**src/rtl/uart_txc_pkg.sv**
```systemverilog
package uart_txc_pkg;

    localparam int DATA_MAX  = 8;
    localparam int FRAME_MAX = 1 + DATA_MAX + 1 + 2;
    localparam int LEFT_W    = $clog2(FRAME_MAX + 1);

    typedef struct packed {
        logic len8;
        logic par_en;
        logic par_odd;
        logic stop2;
    } fmt_t;

    // Bit 0 leaves first; unused upper positions stay 1 (stop level).
    function automatic logic [FRAME_MAX-1:0] pack_frame(input fmt_t f, input logic [DATA_MAX-1:0] d);
        logic [FRAME_MAX-1:0] v;
        logic par;
        v    = '1;
        v[0] = 1'b0;
        par  = f.par_odd;
        for (int i = 0; i < DATA_MAX; i++) begin
            if (i < DATA_MAX - 1 || f.len8) begin
                v[1+i] = d[i];
                par    = par ^ d[i];
            end
        end
        if (f.par_en) begin
            if (f.len8) v[DATA_MAX+1] = par;
            else        v[DATA_MAX]   = par;
        end
        return v;
    endfunction

    function automatic logic [LEFT_W-1:0] frame_bits(input fmt_t f);
        int n;
        n = DATA_MAX + 1 + int'(f.len8) + int'(f.par_en) + int'(f.stop2);
        return LEFT_W'(n);
    endfunction

endpackage

```
**src/rtl/txc_baud.sv**
```systemverilog
module txc_baud #(
    parameter int RELOAD_W  = 8,
    parameter int SUB_LONG  = 16,
    parameter int SUB_SHORT = 4
) (
    input  logic                clk,
    input  logic                rst_n,
    input  logic                run,
    input  logic [RELOAD_W-1:0] reload,
    input  logic                short_div,
    output logic                bit_tick
);
    localparam int SUB_W = $clog2(SUB_LONG);

    typedef struct packed {
        logic [RELOAD_W-1:0] cnt;
        logic [SUB_W-1:0]    sub;
    } baud_t;

    baud_t q, n;
    logic [SUB_W-1:0] sub_last;
    logic             base_tick;

    assign sub_last  = short_div ? SUB_W'(SUB_SHORT - 1) : SUB_W'(SUB_LONG - 1);
    assign base_tick = (q.cnt == '0);
    assign bit_tick  = run && base_tick && (q.sub == sub_last);

    always_comb begin
        n = q;
        if (!run) begin
            n.cnt = reload;
            n.sub = '0;
        end else if (base_tick) begin
            n.cnt = reload;
            n.sub = (q.sub == sub_last) ? '0 : q.sub + 1'b1;
        end else begin
            n.cnt = q.cnt - 1'b1;
        end
    end

    always_ff @(posedge clk or negedge rst_n) begin
        if (!rst_n) q <= '0;
        else        q <= n;
    end

    // an idle generator restarts its bit count from zero
    p_idle_restart_r7: assert property (@(posedge clk) disable iff (!rst_n)
        !run |=> (q.sub == '0));

endmodule

```
**src/rtl/txc_frame.sv**
```systemverilog
module txc_frame
    import uart_txc_pkg::*;
(
    input  logic                clk,
    input  logic                rst_n,
    input  logic                run,
    input  fmt_t                fmt,
    input  logic                wr_en,
    input  logic [DATA_MAX-1:0] wr_data,
    input  logic                bit_tick,
    output logic                line,
    output logic                busy,
    output logic                loaded,
    output logic                finished,
    output logic                accepted
);
    typedef struct packed {
        logic                 busy;
        logic [FRAME_MAX-1:0] sh;
        logic [LEFT_W-1:0]    left;
        logic                 full;
        logic [DATA_MAX-1:0]  hold;
    } eng_t;

    localparam eng_t ENG_RST = '{busy: 1'b0, sh: '1, left: '0, full: 1'b0, hold: '0};

    eng_t q, n;
    logic last_bit, take;

    assign last_bit = q.busy && bit_tick && (q.left == LEFT_W'(1));
    assign take     = run && q.full && (!q.busy || last_bit);
    assign accepted = run && wr_en && (!q.full || take);
    assign loaded   = take;
    assign finished = run && last_bit && !q.full;

    always_comb begin
        n = q;
        if (!run) begin
            n = ENG_RST;
        end else begin
            if (q.busy && bit_tick) begin
                n.sh   = {1'b1, q.sh[FRAME_MAX-1:1]};
                n.left = q.left - 1'b1;
                if (last_bit) n.busy = 1'b0;
            end
            if (take) begin
                n.sh   = pack_frame(fmt, q.hold);
                n.left = frame_bits(fmt);
                n.busy = 1'b1;
                n.full = 1'b0;
            end
            if (accepted) begin
                n.hold = wr_data;
                n.full = 1'b1;
            end
        end
    end

    always_ff @(posedge clk or negedge rst_n) begin
        if (!rst_n) q <= ENG_RST;
        else        q <= n;
    end

    assign busy = q.busy;
    assign line = q.busy ? q.sh[0] : 1'b1;

    // every frame opens with a low start bit
    p_start_low_r3: assert property (@(posedge clk) disable iff (!rst_n)
        $rose(q.busy) |-> (line == 1'b0));

    // a running frame always has bits left to send
    p_left_live_r6: assert property (@(posedge clk) disable iff (!rst_n)
        q.busy |-> (q.left != '0));

    // a waiting byte is not overwritten
    p_hold_kept_r10: assert property (@(posedge clk) disable iff (!rst_n)
        (q.full && !take) |=> $stable(q.hold));

endmodule

```
**src/rtl/txc_carrier.sv**
```systemverilog
module txc_carrier #(
    parameter int CAR_W = 8
) (
    input  logic             clk,
    input  logic             rst_n,
    input  logic             en,
    input  logic [CAR_W-1:0] half_len,
    output logic             wave
);
    typedef struct packed {
        logic [CAR_W-1:0] cnt;
        logic             ph;
    } car_t;

    car_t q, n;

    always_comb begin
        n = q;
        if (!en) begin
            n = '0;
        end else if (q.cnt == half_len) begin
            n.cnt = '0;
            n.ph  = ~q.ph;
        end else begin
            n.cnt = q.cnt + 1'b1;
        end
    end

    always_ff @(posedge clk or negedge rst_n) begin
        if (!rst_n) q <= '0;
        else        q <= n;
    end

    assign wave = q.ph;

    // a disabled carrier parks low
    p_park_low_r11: assert property (@(posedge clk) disable iff (!rst_n)
        !en |=> !q.ph);

endmodule

```
**src/rtl/uart_tx_carrier.sv**
```systemverilog
module uart_tx_carrier
    import uart_txc_pkg::*;
#(
    parameter int RELOAD_W  = 8,
    parameter int CAR_W     = 8,
    parameter int SUB_LONG  = 16,
    parameter int SUB_SHORT = 4
) (
    input  logic                clk,
    input  logic                rst_n,
    input  logic                sw_rst,
    input  logic                mod_en,
    input  logic                len8,
    input  logic                par_en,
    input  logic                par_odd,
    input  logic                stop2,
    input  logic                div4,
    input  logic [RELOAD_W-1:0] baud_reload,
    input  logic                car_en,
    input  logic                car_low,
    input  logic [CAR_W-1:0]    car_period,
    input  logic                inv_out,
    input  logic                wr_en,
    input  logic [7:0]          wr_data,
    input  logic [1:0]          flag_clr,
    input  logic [1:0]          irq_en,
    output logic                tx_out,
    output logic                buf_empty,
    output logic                tx_end,
    output logic                irq
);
    typedef struct packed {
        logic armed;
        logic bempty;
        logic tend;
    } ctl_t;

    localparam ctl_t CTL_RST = '{armed: 1'b0, bempty: 1'b1, tend: 1'b0};

    ctl_t q, n;
    fmt_t fmt;
    logic run, bit_tick, line, busy, loaded, finished, accepted, wave, shaped;

    assign run = q.armed && mod_en && !sw_rst;
    assign fmt = '{len8: len8, par_en: par_en, par_odd: par_odd, stop2: stop2};

    txc_baud #(
        .RELOAD_W (RELOAD_W),
        .SUB_LONG (SUB_LONG),
        .SUB_SHORT(SUB_SHORT)
    ) i_baud (
        .clk      (clk),
        .rst_n    (rst_n),
        .run      (run && busy),
        .reload   (baud_reload),
        .short_div(div4),
        .bit_tick (bit_tick)
    );

    txc_frame i_frame (
        .clk     (clk),
        .rst_n   (rst_n),
        .run     (run),
        .fmt     (fmt),
        .wr_en   (wr_en),
        .wr_data (wr_data),
        .bit_tick(bit_tick),
        .line    (line),
        .busy    (busy),
        .loaded  (loaded),
        .finished(finished),
        .accepted(accepted)
    );

    txc_carrier #(.CAR_W(CAR_W)) i_carrier (
        .clk     (clk),
        .rst_n   (rst_n),
        .en      (car_en),
        .half_len(car_period),
        .wave    (wave)
    );

    always_comb begin
        n = q;
        n.armed = q.armed | sw_rst;
        if (!run) begin
            n.bempty = 1'b1;
            n.tend   = 1'b0;
        end else begin
            if (flag_clr[0]) n.bempty = 1'b0;
            if (flag_clr[1]) n.tend   = 1'b0;
            if (loaded)      n.bempty = 1'b1;
            if (accepted)    n.bempty = 1'b0;
            if (finished)    n.tend   = 1'b1;
        end
    end

    always_ff @(posedge clk or negedge rst_n) begin
        if (!rst_n) q <= CTL_RST;
        else        q <= n;
    end

    // Carrier replaces the target level, then optional inversion.
    assign shaped    = (car_en && (line == !car_low)) ? wave : line;
    assign tx_out    = shaped ^ inv_out;
    assign buf_empty = q.bempty;
    assign tx_end    = q.tend;
    assign irq       = (q.bempty & irq_en[0]) | (q.tend & irq_en[1]);

    // the end flag only rises once the shifter has stopped
    p_end_when_idle_r8: assert property (@(posedge clk) disable iff (!rst_n)
        $rose(q.tend) |-> !busy);

    // a stopped engine reports an empty hold register and no end event
    p_stopped_clean_r13: assert property (@(posedge clk) disable iff (!rst_n)
        !run |=> (q.bempty && !q.tend));

    // writes before arming leave the hold register empty
    p_unarmed_ignored_r2: assert property (@(posedge clk) disable iff (!rst_n)
        (!q.armed && wr_en) |=> q.bempty);

endmodule

```
**config.mk**
```make
export PLATFORM = sky130hd
export DESIGN_NAME = uart_tx_carrier
export DESIGN_NICKNAME = d
export VERILOG_FILES = /design/src/rtl/uart_txc_pkg.sv /design/src/rtl/txc_baud.sv /design/src/rtl/txc_frame.sv /design/src/rtl/txc_carrier.sv /design/src/rtl/uart_tx_carrier.sv
export SDC_FILE = /design/constraint.sdc
export NUM_CORES = 1
export LEC_CHECK = 0
export BUFFER_PORTS_ARGS = -buffer_cell sky130_fd_sc_hd__buf_2
export CAP_MARGIN = 20
export CORE_MARGIN = 4
export CORE_UTILIZATION = 56
export CTS_CLUSTER_SIZE = 40
export DETAILED_ROUTE_END_ITERATION = 8
export PLACE_DENSITY = 0.79
export SLEW_MARGIN = 20
export SYNTH_ARGS = -nofsm -noshare
export SYNTH_HDL_FRONTEND = slang
export SYNTH_SLANG_ARGS = --single-unit
export TNS_END_PERCENT = 20
```
**constraint.sdc**
```tcl
create_clock -name clk -period 2.7 [get_ports clk]
set_clock_uncertainty 0.1 [all_clocks]
set_input_delay 0.27 -clock clk [delete_from_list [all_inputs] [get_ports clk]]
set_output_delay 0.27 -clock clk [all_outputs]
set_load 0.02 [all_outputs]
```
== Word level (Yosys, flattened, before mapping) ==
Index checks and enable logic that the tools add are counted.
Storage, ports and cells
  register bits after elaboration: 50
  bits in latches: 0
  RAM bits: 0
  bits in read-only memories: 0
  bits of input ports: 41
  logic and storage cells: 107
  memories: 0
Operators by class
  add/subtract/negate cells: 7
  $mul: 0
  div/mod/pow operators: 0
  $lt $le $gt $ge: 0
  eq/ne operators: 12
  shift-type cells: 0
  mux-type cells: 40
  bitwise logic cells: 14
  reduce and logical (&&, ||, !) cells: 22
Operators by type and width (number)
  two-way mux 1 bit: 27
  two-way mux 26 bit: 1
  two-way mux 18 bit: 1
  two-way mux 9 bit: 2
  two-way mux 17 bit: 1
  two-way mux 8 bit: 2
  logical AND 1 bit: 14
  two-way mux 12 bit: 1
  two-way mux 4 bit: 3
  inequality test 3 bit (second input constant): 4
  bitwise XOR 1 bit: 9
  adder 4 x 2 -> 4 bit: 2
  adder 8 x 1 -> 8 bit (second input constant): 1
  == test 8 bit: 1
  zero test 8 bit: 1
  subtractor 8 x 1 -> 8 bit (second input constant): 1
  adder 4 x 1 -> 4 bit (first input constant): 1
  adder 4 x 1 -> 4 bit (second input constant): 1
  == test 4 x 1 -> 1 bit (second input constant): 1
  == test 4 bit: 1
  zero test 1 bit: 4
  two-way mux 2 bit: 2
  inequality test 2 bit (second input constant): 2
  inequality test 4 bit (second input constant): 1
  other kinds (8): 11

== Depth between registers and ports, before layout ==
Gate-level depths: netlist of run 1.
  depth in word-level cells: 36
  mapped depth: 8
  gate-level depth less buffers: 7

== Hierarchy ==
From an unflattened synthesis of run 1, not the netlist that was laid out.
Second synthesis, totals
  cells, all modules: 293
  area total of the unflattened synthesis: 2780.2 um^2
By module, submodules not included
  txc_frame: instances 1, cells an instance 149, area an instance 1333.8 um^2, sequential area each 613.1 um^2
  txc_baud: instances 1, cells an instance 76, area an instance 777.0 um^2, sequential area each 300.3 um^2
  txc_carrier: instances 1, cells an instance 46, area an instance 480.5 um^2, sequential area each 225.2 um^2
  uart_tx_carrier: instances 1, cells an instance 22, area an instance 188.9 um^2, sequential area each 76.3 um^2

== Worst setup path before layout of run 1 ==
No wires, ideal clock.
  path type: flip-flop to flip-flop
  start point: reg i_baud.q[4] in the netlist's numbering
  end point: reg i_frame.q[12] in the netlist's numbering
  library setup time: 0.118 ns
  data arrival time: 1.800 ns
  data required time: 2.482 ns
  path slack: 0.682 ns
  stages on the path, launching flop included: 8
  path through: dfrtp_1 > inv_1 > ha_1 > nor3b_1 > nand2_1 > nor4_1 > xor2_1 > a21o_1
On the way
  longest elaborated chain between the ends: 9
  elaborated cells between the ends (all ways): 10
  those cells by class: eq/ne: 1; mux: 2; reduce/logical: 7
Ends and longest elaborated chain
  from (decl): RTL line txc_baud.sv:20  | baud_t q, n;
  from (signal assigned): RTL line txc_baud.sv:43  | else q <= n;
  zero test 8 bit (*): RTL line txc_baud.sv:25  | assign base_tick = (q.cnt == '0);
  logical AND 1 bit (*) (2 in series): RTL line txc_baud.sv:26  | assign bit_tick = run && base_tick && (q.sub == sub_last);
  logical AND 1 bit (*): RTL line txc_frame.sv:30, txc_frame.sv:41
  logical AND 1 bit: RTL line txc_frame.sv:30  | assign last_bit = q.busy && bit_tick && (q.left == LEFT_W'(1));
  logical OR 1 bit: RTL line txc_frame.sv:31  | assign take = run && q.full && (!q.busy || last_bit);
  logical AND 1 bit: RTL line txc_frame.sv:31
  two-way mux 18 bit: RTL line txc_frame.sv:46  | if (take) begin
  two-way mux 26 bit: RTL line txc_frame.sv:38  | if (!run) begin
  to (signal assigned): RTL line txc_frame.sv:61  | else q <= n;
  to (decl): RTL line txc_frame.sv:27  | eng_t q, n;
Mark *: on every way between the ends. The rest lies on a longest branch, timed or not. The select of a mux whose other input is x is not followed.
A chain may end at the register's enable or synchronous reset.

== Worst setup path in the final report of run 1 ==
  start point: reg i_baud.q[4] in the netlist's numbering
  end point: reg i_frame.q[10] in the netlist's numbering
Same word-level chain as after synthesis.

==> summary.txt, run 1 <==
Avg Synthesized Cell Area = 9.588 um^2
Clock-pin transition on the worst setup and hold timing paths = 0.08 ns
Leak = 1.386 nW
Starting density of the core = 57.85%
Routed vias/inst = 5.373
Nets = 381
Final period util = 89.21%
DRC errors left = 0
Clock Latency Late Sink = 0.30 ns
Detailed-route wire length per cell = 13.16 um
Die area = 6061 um^2
WS Path Type = reg2reg
Port bufs = 44
Chip width = 77.86 um
Die Ht = 77.86 um
Cells after Synth = 285
TritonCTS Sinks = 48
Post-synth ARST share = 100.0%
Slew Limit Headroom = 61.69%
Net count after synthesis = 335
Worst slew pin tran = 0.5687 ns
Gr ovfl total = 0
Initial DRT Pass Iterations = 4
Root Buffer = clkbuf_8
Layout area overhead = 13.92%
Top-count cell post-synth = dfrtp_1
Setup TNS = 0 ns
Initial antenna violation count = 0
# diodes = 0
Number of routed nets with antenna violations = 0
Row Count = 25
Placed insts = 390
Max FO, Critical Path = 11
Final Hold Fails = 0
CTS buffer count = 5
Prevailing post-synth register cell = dfrtp_1
CTS max path bufs = 2
Vias = 2,144
Worst-case hold slack = 0.07088 ns
Area share of the largest cell type after synthesis = 33.88%
H-tree Lvls = 2
Post-synthesis cell area = 2733 um^2
I/O pin cnt = 45
Max frequency = 415.2 MHz
First-pass GRT wire length = 9266 um
IR drop worst, VDD = 0.3781 mV
Vias in the first global route = 2,125
Post-detail-place hpwl = 3828 um
CP endpoint kind = register
Slew Limit Fails = 0
Most instantiated cells after synthesis = dfrtp_1 (37), a21oi_1 (26), nand2_1 (26)
Total Wirelength = 5251 um
GPL Wtd Cong = 0.8341
Layout cells sized above 1 = 22.89%
Nature of the critical path startpoint = register
EDFF count, synth = 0
Clock period minus worst slack = 2.409 ns
Post-synthesis sequential area ratio = 44.46%
Required @ worst endpoint = 2.79 ns
Pwr/cell area = 449.7 nW/um^2
Yosys reg bits = 48
Area of the core = 4723 um^2
# setup viols final = 0
Total track usage = 18.95%
Worst hold path class = in2reg
Initial DRC count = 36
Yosys warnings = 0
Largest net degree at the start of global routing = 47
Synth area leader = dfrtp_1
RSZ-0062 raised after global routing = no
Status = completed
Post-Layout Cell Count = 399
Arr. time, crit path = 2.50 ns
Max-cap violations = 0
Yosys cell types = 51
Synth top area cells = dfrtp_1 (34%), dfstp_2 (11%), xor2_1 (5.8%)
CTS tree = built
power breakdown:
part	switching (mW)	internal [mW]	total (mW)
Clock	0.226	0.209	0.435
Combinational	0.0980	0.0864	0.184
Sequential	0.0273	0.753	0.781
final cells by class:
type                            count  area, um^2
Sequential cell                    48        1215
Clock buffer                        8       90.09
Multi-Input combinational cell    212        1409
Fill cell                         388        1610
Inverter                           16       60.06
Tap cell                           67       83.83
Timing Repair Buffer               48       255.2
worst max-delay path: stages (launching register included):
cell	delay (ns)
dfrtp_1	0.41
inv_1	0.11
ha_1	0.15
nor3b_1	0.42
o2111ai_4	0.29
o21ai_2	0.50
nor2_1	0.11
a22o_1	0.21
per-layer routing:
| metal | global-route usage [%] | part of all wire (%) | routed length [um] |
|---|---|---|---|
| met1 | 24.72 | 48 | 2542 |
| met2 | 30.05 | 45 | 2380 |
| met3 | 5.104 | 4.8 | 251 |
| met4 | 7.117 | 1.4 | 76 |
| met5 | 0 | 0 | 0 |
cells in the final DEF (no fill, tap or decap), types with 2 or more instances in the layout:
cell type	Yosys	layout
buf_2	2	43
dfrtp_1	37	37
nand2_1	26	26
a21oi_1	26	26
nor2_1	23	23
xor2_1	18	18
inv_1	16	16
nand3_1	16	16
xnor2_1	15	15
o21ai_0	11	11
dfstp_2	11	11
ha_1	9	9
o22a_1	7	7
o22ai_1	7	7
o21ai_1	7	7
clkbuf_8	0	6
nor4_1	4	4
nor3b_1	4	4
buf_4	1	4
and3_1	3	3
nor3_1	3	3
a22o_1	3	3
and2_1	2	2
and3b_1	2	2
mux2i_1	2	2
clkbuf_1	4	2
worst paths after layout:
path	from	end	slack, ns	cells after the start
worst max register to register	i_baud.q[4]	i_frame.q[10]	0.29	7
max in group asynchronous	rst_n	i_frame.q[16]	1.53	3
worst min register to register	i_frame.q[18]	i_frame.q[18]	0.37	2
worst min-delay path	len8	i_frame.q[22]	0.07	2
worst max-delay path	i_baud.q[4]	i_frame.q[10]	0.29	7
min in group asynchronous	rst_n	i_baud.q[8]	0.40	2
kinds of logic after synthesis:
kind of cell | synth area share [%]
buf+inv | 3.983
simple gates | 17.40
xor+xnor | 10.58
compound gates | 18.32
fa+ha+maj | 4.121
flops | 44.46
mux | 1.145
flip-flops by register name, indices dropped and copies added (netlist names):
signal / cells
buf_empty: 1
i_baud.q: 12
i_carrier.q: 8
i_carrier.wave: 1
i_frame.busy: 1
i_frame.q: 23
q: 1
tx_end: 1
stage by stage:
step	setup slack [ns]	cell area (um^2)	util, %	power [mW]
4_1_cts	0.3016	3100	65.64	1.413
3_3_place_gp	0.4449	3010	63.74	0.9729
5_1_grt	0.09517	3113	65.91	1.469
2_1_floorplan	0.6815	2733	-	0.9058
6_report	0.2913	3113	65.91	1.400
3_5_place_dp	0.3275	3010	63.74	0.9789
timing repair:
action,4_1_cts,5_1_grt
gates resized for setup,0,0
hold buffers,0,1
endpoints found under the hold margin,0,37
setup buffers,0,0
Power figures use the tool's default switching activity.
==> inputs of run 2 (changes only) <==
CORE_UTILIZATION = 45   (was 56)
PLACE_DENSITY = 0.66   (was 0.79)
==> summary.txt, run 2 (synthesis gave the netlist of run 1 again) <==
Post-cts sizing count = 0 (unchanged)
Worst setup endpoint = i_frame.q[10]
H-tree Lvls = 2 (unchanged)
Worst hold path class = in2async
Final period util = 85.58% (-3.6 points)
Die area = 7383 um^2 (+22%)
Row Count = 28 (+12%)
Nets = 383 (+0.52%)
Max frequency = 432.8 MHz (+4.2%)
CTS max path bufs = 2 (unchanged)
Clock-pin transition on the worst setup and hold timing paths = 0.09 ns (about the same)
Final instance area = 3151 um^2 (+1.2%)
Worst-case hold slack = 0.01349 ns (-0.05739 ns)
Max FO, Critical Path = 8 (-3)
Layout area overhead = 15.29%
Pwr/cell area = 471.0 nW/um^2 (+4.7%)
CP endpoint kind = register
Vias in the first global route = 2,097 (-1.3%)
Port bufs = 44 (unchanged)
Number of routed nets with antenna violations = 0 (unchanged)
Logic pwr share = 12.6% (-0.6 points)
Area of the core = 5921 um^2 (+25%)
CP startpoint = i_baud.q[4]
Max reg flops = 23 (unchanged)
Clock Latency Late Sink = 0.30 ns (about the same)
Seq pwr share = 52.6% (-3.2 points)
Total track usage = 15.83% (-3.1 points)
CTS tree = built
Vias = 2,166 (+1.0%)
# diodes = 0 (unchanged)
Gr ovfl total = 0 (unchanged)
Clock network fraction of design power = 34.8% (+3.7 points)
GPL Wtd Cong = 0.8002 (-4.1%)
Overall power = 1.484 mW (+6.0%)
Chip width = 85.93 um (+10%)
Largest regs = i_frame.q x23, i_baud.q x12, i_carrier.q x8
Pint = 1.116 mW (+6.4%)
Leading cell types in the layout, fill and taps excluded = buf_2 (44), dfrtp_1 (37), nand2_1 (26), a21oi_1 (26), nor2_1 (23)
Initial antenna violation count = 0 (unchanged)
IR drop worst, VDD = 0.2838 mV (-25%)
Starting density of the core = 46.15% (-12 points)
Placed Area = 3043 um^2 (+1.1%)
Post-CTS Hold Buffers = 0 (unchanged)
FF+latch area = 1215 um^2 (unchanged)
First-pass GRT wire length = 9611 um (+3.7%)
CTS buffer count = 5 (unchanged)
Slew Limit Fails = 0 (unchanged)
Clock period minus worst slack = 2.311 ns (-0.09801 ns)
Setup TNS = 0 ns (unchanged)
Initial DRT Pass Iterations = 4 (unchanged)
Required @ worst endpoint = 2.79 ns (about the same)
I/O pin cnt = 45 (unchanged)
Setup bufs post-CTS = 0 (unchanged)
Reg2reg start = i_baud.q[4]
Final Hold Fails = 0 (unchanged)
RR Endpoint = i_frame.q[10]
Max-cap violations = 0 (unchanged)
Status = completed
Detailed-route wire length per cell = 13.49 um (+2.5%)
R2R cell count = 7 (unchanged)
Commonest non-fill, non-tap cell in the layout = buf_2
Nature of the critical path startpoint = register
TritonCTS Sinks = 48 (unchanged)
Post-detail-place hpwl = 4082 um (+6.6%)
Die Ht = 85.93 um (+10%)
Slew Limit Headroom = 35.58% (-26 points)
Crit-path max cell delay = 0.43 ns (-0.07 ns)
Root Buffer = clkbuf_8
Layout cells sized above 1 = 23.95% (+1.1 points)
FILL cells = 569 (+47%)
Largest net degree at the start of global routing = 44 (-6.4%)
DRC errors left = 0 (unchanged)
Arr. time, crit path = 2.40 ns (-0.10 ns)
Multi-input gate area = 1409 um^2 (unchanged)
Worst slew pin tran = 0.9664 ns (+0.3977 ns)
Initial DRC count = 73 (+100%)
RSZ-0062 raised after global routing = no
NetSw = 0.3679 mW (+4.8%)
Total Wirelength = 5517 um (+5.1%)
R2r setup slk = 0.39 ns (+0.10 ns)
Routed vias/inst = 5.296 (-1.4%)
# setup viols final = 0 (unchanged)
Register with the most flip-flops = i_frame.q
CP Cell Sequence = inv_1 > ha_1 > nor3b_1 > o2111ai_4 > o21ai_2 > nor2_1 > a22o_1
WS Path Type = reg2reg
Slowest CP cell = nor3b_1
Leak = 1.406 nW (+1.5%)
Sw Ratio = 24.79% (-0.29 points)
Final core utilization = 53.21% (-13 points)
[run 2: changes by cell type in the layout (fill, tap and decap cells not counted), sizes merged]
cell         before  now
buf              47   50
bufinv            0    1
clkbuf            8    6
clkinv            0    1
dlygate4sd3       1    0
[run 2: routing by layer]
| metal | vias to the layer above | share of wire, % | GRT usage [%] | wire length [um] |
|---|---|---|---|---|
| li1 | 1092 | - | - | - |
| met1 | 1015 | 50 | 23.10 | 2754 |
| met2 | 52 | 43 | 23.55 | 2384 |
| met3 | 7 | 5.7 | 3.842 | 314 |
| met4 | 0 | 1.1 | 3.885 | 63 |
| met5 | - | 0 | 0 | 0 |
[run 2: final cells by class]
| class | count | share of cell area (%) |
|---|---|---|
| multi-input cells | 212 | 44.72 |
| clock buffers | 6 | 2.303 |
| inverters | 16 | 1.906 |
| well taps | 75 | 2.979 |
| flip-flops and latches | 48 | 38.56 |
| clock inverters | 2 | 1.112 |
| repair buffers | 50 | 8.419 |
[run 2: worst max-delay path, delay by kind of cell (launching register included)]
family	cells	cell delay, ns
flops	1	0.40
simple gates	2	0.53
buf+inv	1	0.10
compound gates	3	0.91
fa+ha+maj	1	0.15
[run 2: worst min-delay path by stage]
stage / start / end / depth (start not counted)
floorplan: rst_n / i_baud.q[0] / 0
global placement: i_frame.q[20] / i_frame.q[20] / 2
detailed placement: i_frame.q[18] / i_frame.q[18] / 2
CTS: rst_n / i_carrier.wave / 1
global route: len8 / i_frame.q[22] / 2
finish: rst_n / i_baud.q[8] / 1
[run 2: metrics by stage]
stage | setup WS [ns] | cells
2_1_floorplan | 0.6815 | 285
5_1_grt | 0.1856 | 409
6_report | 0.3893 | 409
4_1_cts | 0.3996 | 409
3_5_place_dp | 0.4279 | 401
3_3_place_gp | 0.5101 | 401
[run 2: power by group through the flow]
stage          logic, mW  clock network (mW)  registers (mW)
2_1_floorplan      0.117                   0           0.788
3_5_place_dp       0.189                   0           0.794
4_1_cts            0.190               0.535           0.781
5_1_grt            0.213               0.560           0.785
3_3_place_gp       0.185                   0           0.793
6_report           0.187               0.516           0.781
==> inputs of run 3 (changes only) <==
ABC_AREA = 1   (was unset)
==> summary.txt, run 3 <==
Final Hold Fails = 14 (+14)
Routed vias/inst = 4.698 (-11%)
GPL Wtd Cong = 0.8126 (+1.5%)
Status = finished, violations left
Cell family with most CP delay = simple AND/OR/NAND/NOR gates
Chip width = 85.95 um (about the same)
Post-detail-place hpwl = 4017 um (-1.6%)
Max reg flops = 23 (unchanged)
Post-cts sizing count = 0 (unchanged)
PnR worst setup slack = 0.6657 ns (+0.2763 ns)
CP endpoint kind = register
Register with the most flip-flops = i_frame.q
Nature of the critical path startpoint = register
Setup TNS = 0 ns (unchanged)
Net count after synthesis = 403 (+20%)
CTS tree = built
Max FO, Critical Path = 13 (+5)
Row Count = 28 (unchanged)
Area share of the largest cell type after synthesis = 33.87% (about the same)
Final instance area = 3158 um^2 (+0.24%)
EDFF count, synth = 0 (unchanged)
H-tree Lvls = 2 (unchanged)
Post-synth ARST share = 100.0% (unchanged)
Total track usage = 15.77% (-0.062 points)
Leak = 1.667 nW (+19%)
Pwr/cell area = 489.8 nW/um^2 (+4.0%)
# diodes = 0 (unchanged)
WS Path Type = reg2reg
Failing checks = hold timing
TritonCTS Sinks = 48 (unchanged)
Largest net degree at the start of global routing = 44 (unchanged)
Layout area overhead = 15.51%
Slew Limit Headroom = 37.73% (+2.2 points)
Top-count cell post-synth = nand2_1
Clock Latency Late Sink = 0.31 ns (about the same)
Yosys cell types = 30 (-41%)
Clock-pin transition on the worst setup and hold timing paths = 0.09 ns (about the same)
Worst slew pin tran = 0.9340 ns (-0.03238 ns)
Crit-path max cell delay = 0.39 ns (-0.04 ns)
R2R cell count = 13 (+6)
CTS buffer count = 5 (unchanged)
Slew Limit Fails = 0 (unchanged)
RSZ-0062 raised after global routing = no
Area of the core = 5921 um^2 (unchanged)
Total Wirelength = 5474 um (-0.78%)
Stages on the worst setup path = 13 (+6)
Cells after Synth = 353 (+24%)
Worst hold path class = in2async
Final period util = 75.35% (-10 points)
I/O pin cnt = 45 (unchanged)
Leading cell types in the layout, fill and taps excluded = nand2_1 (90), inv_1 (55), buf_2 (44)
Synth top area cells = dfrtp_1 (34%), nand2_1 (12%), dfstp_2 (11%)
Initial antenna violation count = 0 (unchanged)
CP bufs+invs = 3 (+2)
Avg Synthesized Cell Area = 7.745 um^2 (-19%)
Number of routed nets with antenna violations = 0 (unchanged)
Clock period minus worst slack = 2.034 ns (-0.2763 ns)
Layout cells sized above 1 = 19.65% (-4.3 points)
FILL cells = 562 (-1.2%)
CP Cell Sequence = inv_1 > ha_1 > inv_1 > nor2_1 > nand2_1 > nor2_4 > nand3_2 > nand2_2 > nand2_2 > inv_2 > nand2_1 > nand3_1 > nand2_1
Largest regs = i_frame.q x23, i_baud.q x12, i_carrier.q x8
Port bufs = 44 (unchanged)
Die area = 7387 um^2 (about the same)
Post-synthesis sequential area ratio = 44.44% (about the same)
First-pass GRT wire length = 9315 um (-3.1%)
CTS max path bufs = 2 (unchanged)
Worst-case hold slack = -0.01120 ns (-0.02469 ns)
Post-CTS Hold Buffers = 0 (unchanged)
Slowest CP cell = dfrtp_1
Max-cap violations = 0 (unchanged)
Most instantiated cells after synthesis = nand2_1 (90), inv_1 (55), dfrtp_1 (37)
Prevailing post-synth register cell = dfrtp_1
Post-Layout Cell Count = 477 (+17%)
Required @ worst endpoint = 2.85 ns (+0.06 ns)
Commonest non-fill, non-tap cell in the layout = nand2_1
Initial DRT Pass Iterations = 4 (unchanged)
Arr. time, crit path = 2.19 ns (-0.21 ns)
Post-synthesis cell area = 2734 um^2 (about the same)
Detailed-route wire length per cell = 11.48 um (-15%)
Vias = 2,241 (+3.5%)
Worst path most repeated cell = nand2_1
Placed Area = 3037 um^2 (-0.21%)
Post-place setup slack = 0.6650 ns (+0.2371 ns)
Starting density of the core = 46.17% (about the same)
Max frequency = 491.6 MHz (+14%)
Final core utilization = 53.34% (+0.13 points)
Yosys warnings = 0 (unchanged)
Nets = 451 (+18%)
Setup bufs post-CTS = 0 (unchanged)
Vias in the first global route = 2,100 (+0.14%)
IR drop worst, VDD = 0.4476 mV (+58%)
Root Buffer = clkbuf_8
Placed insts = 469 (+17%)
Yosys reg bits = 48 (unchanged)
Synth area leader = dfrtp_1
# setup viols final = 0 (unchanged)
Die Ht = 85.95 um (about the same)
Initial DRC count = 118 (+62%)
DRC errors left = 0 (unchanged)
Gr ovfl total = 0 (unchanged)
==> run 3: worst register-to-register path: cells and delay by family, from the launching register on <==
kind,cells,cell delay [ns]
simple gates,9,0.93
flops,1,0.39
buf+inv,3,0.39
fa+ha+maj,1,0.17
==> run 3: layout make-up <==
class	instances	area [um^2]	area share, %
clock buffers	6	82.58	2.615
flip-flops and latches	48	1215	38.47
clock inverters	2	38.79	1.228
repair buffers	47	242.7	7.686
inverters	62	232.7	7.369
multi-input cells	237	1252	39.66
well taps	75	93.84	2.971
==> run 3: layer usage <==
layer	share of wire [%]	routed length, um	global-route usage (%)	up-vias
met4	1.6	88	5.612	0
met2	45	2483	25.16	51
met3	4.6	253	3.266	9
met1	48	2648	21.18	991
li1	-	-	-	1190
met5	0	0	0	-
==> run 3: worst paths after layout <==
path	from	end	slack (ns)
min in group clk	wr_data[4]	i_frame.q[4]	0.06
setup reg to reg	i_baud.q[4]	i_frame.q[18]	0.67
max in group asynchronous	rst_n	i_frame.q[16]	1.77
setup / recovery	i_baud.q[4]	i_frame.q[18]	0.67
hold reg to reg	i_frame.q[21]	i_frame.q[21]	0.37
hold / removal	rst_n	i_carrier.q[4]	-0.01
==> run 3: per-stage QoR <==
stage | hold WS [ns] | total power, mW
after floorplan | -0.1256 | 0.9228
after global placement | 0.3571 | 1.000
after detailed placement | 0.3608 | 1.004
after CTS | 0.04777 | 1.566
after global routing | 0.06337 | 1.625
final | -0.01120 | 1.547
==> run 3: cell families after synthesis <==
family / Yosys count / share of synthesized area (%)
buffers and inverters: 68 / 9.748
AND/OR/NAND/NOR: 160 / 25.13
adder cells (fa/ha/maj): 9 / 4.119
XOR/XNOR: 26 / 8.330
AO/OA/AOI/OAI: 42 / 8.238
flip-flops: 48 / 44.44
==> run 3: power by group <==
group | total (mW) | internal (mW) | switching, mW
clock | 0.558 | 0.303 | 0.255
combinational | 0.199 | 0.0823 | 0.117
sequential | 0.789 | 0.762 | 0.0278
total | 1.55 | 1.15 | 0.400
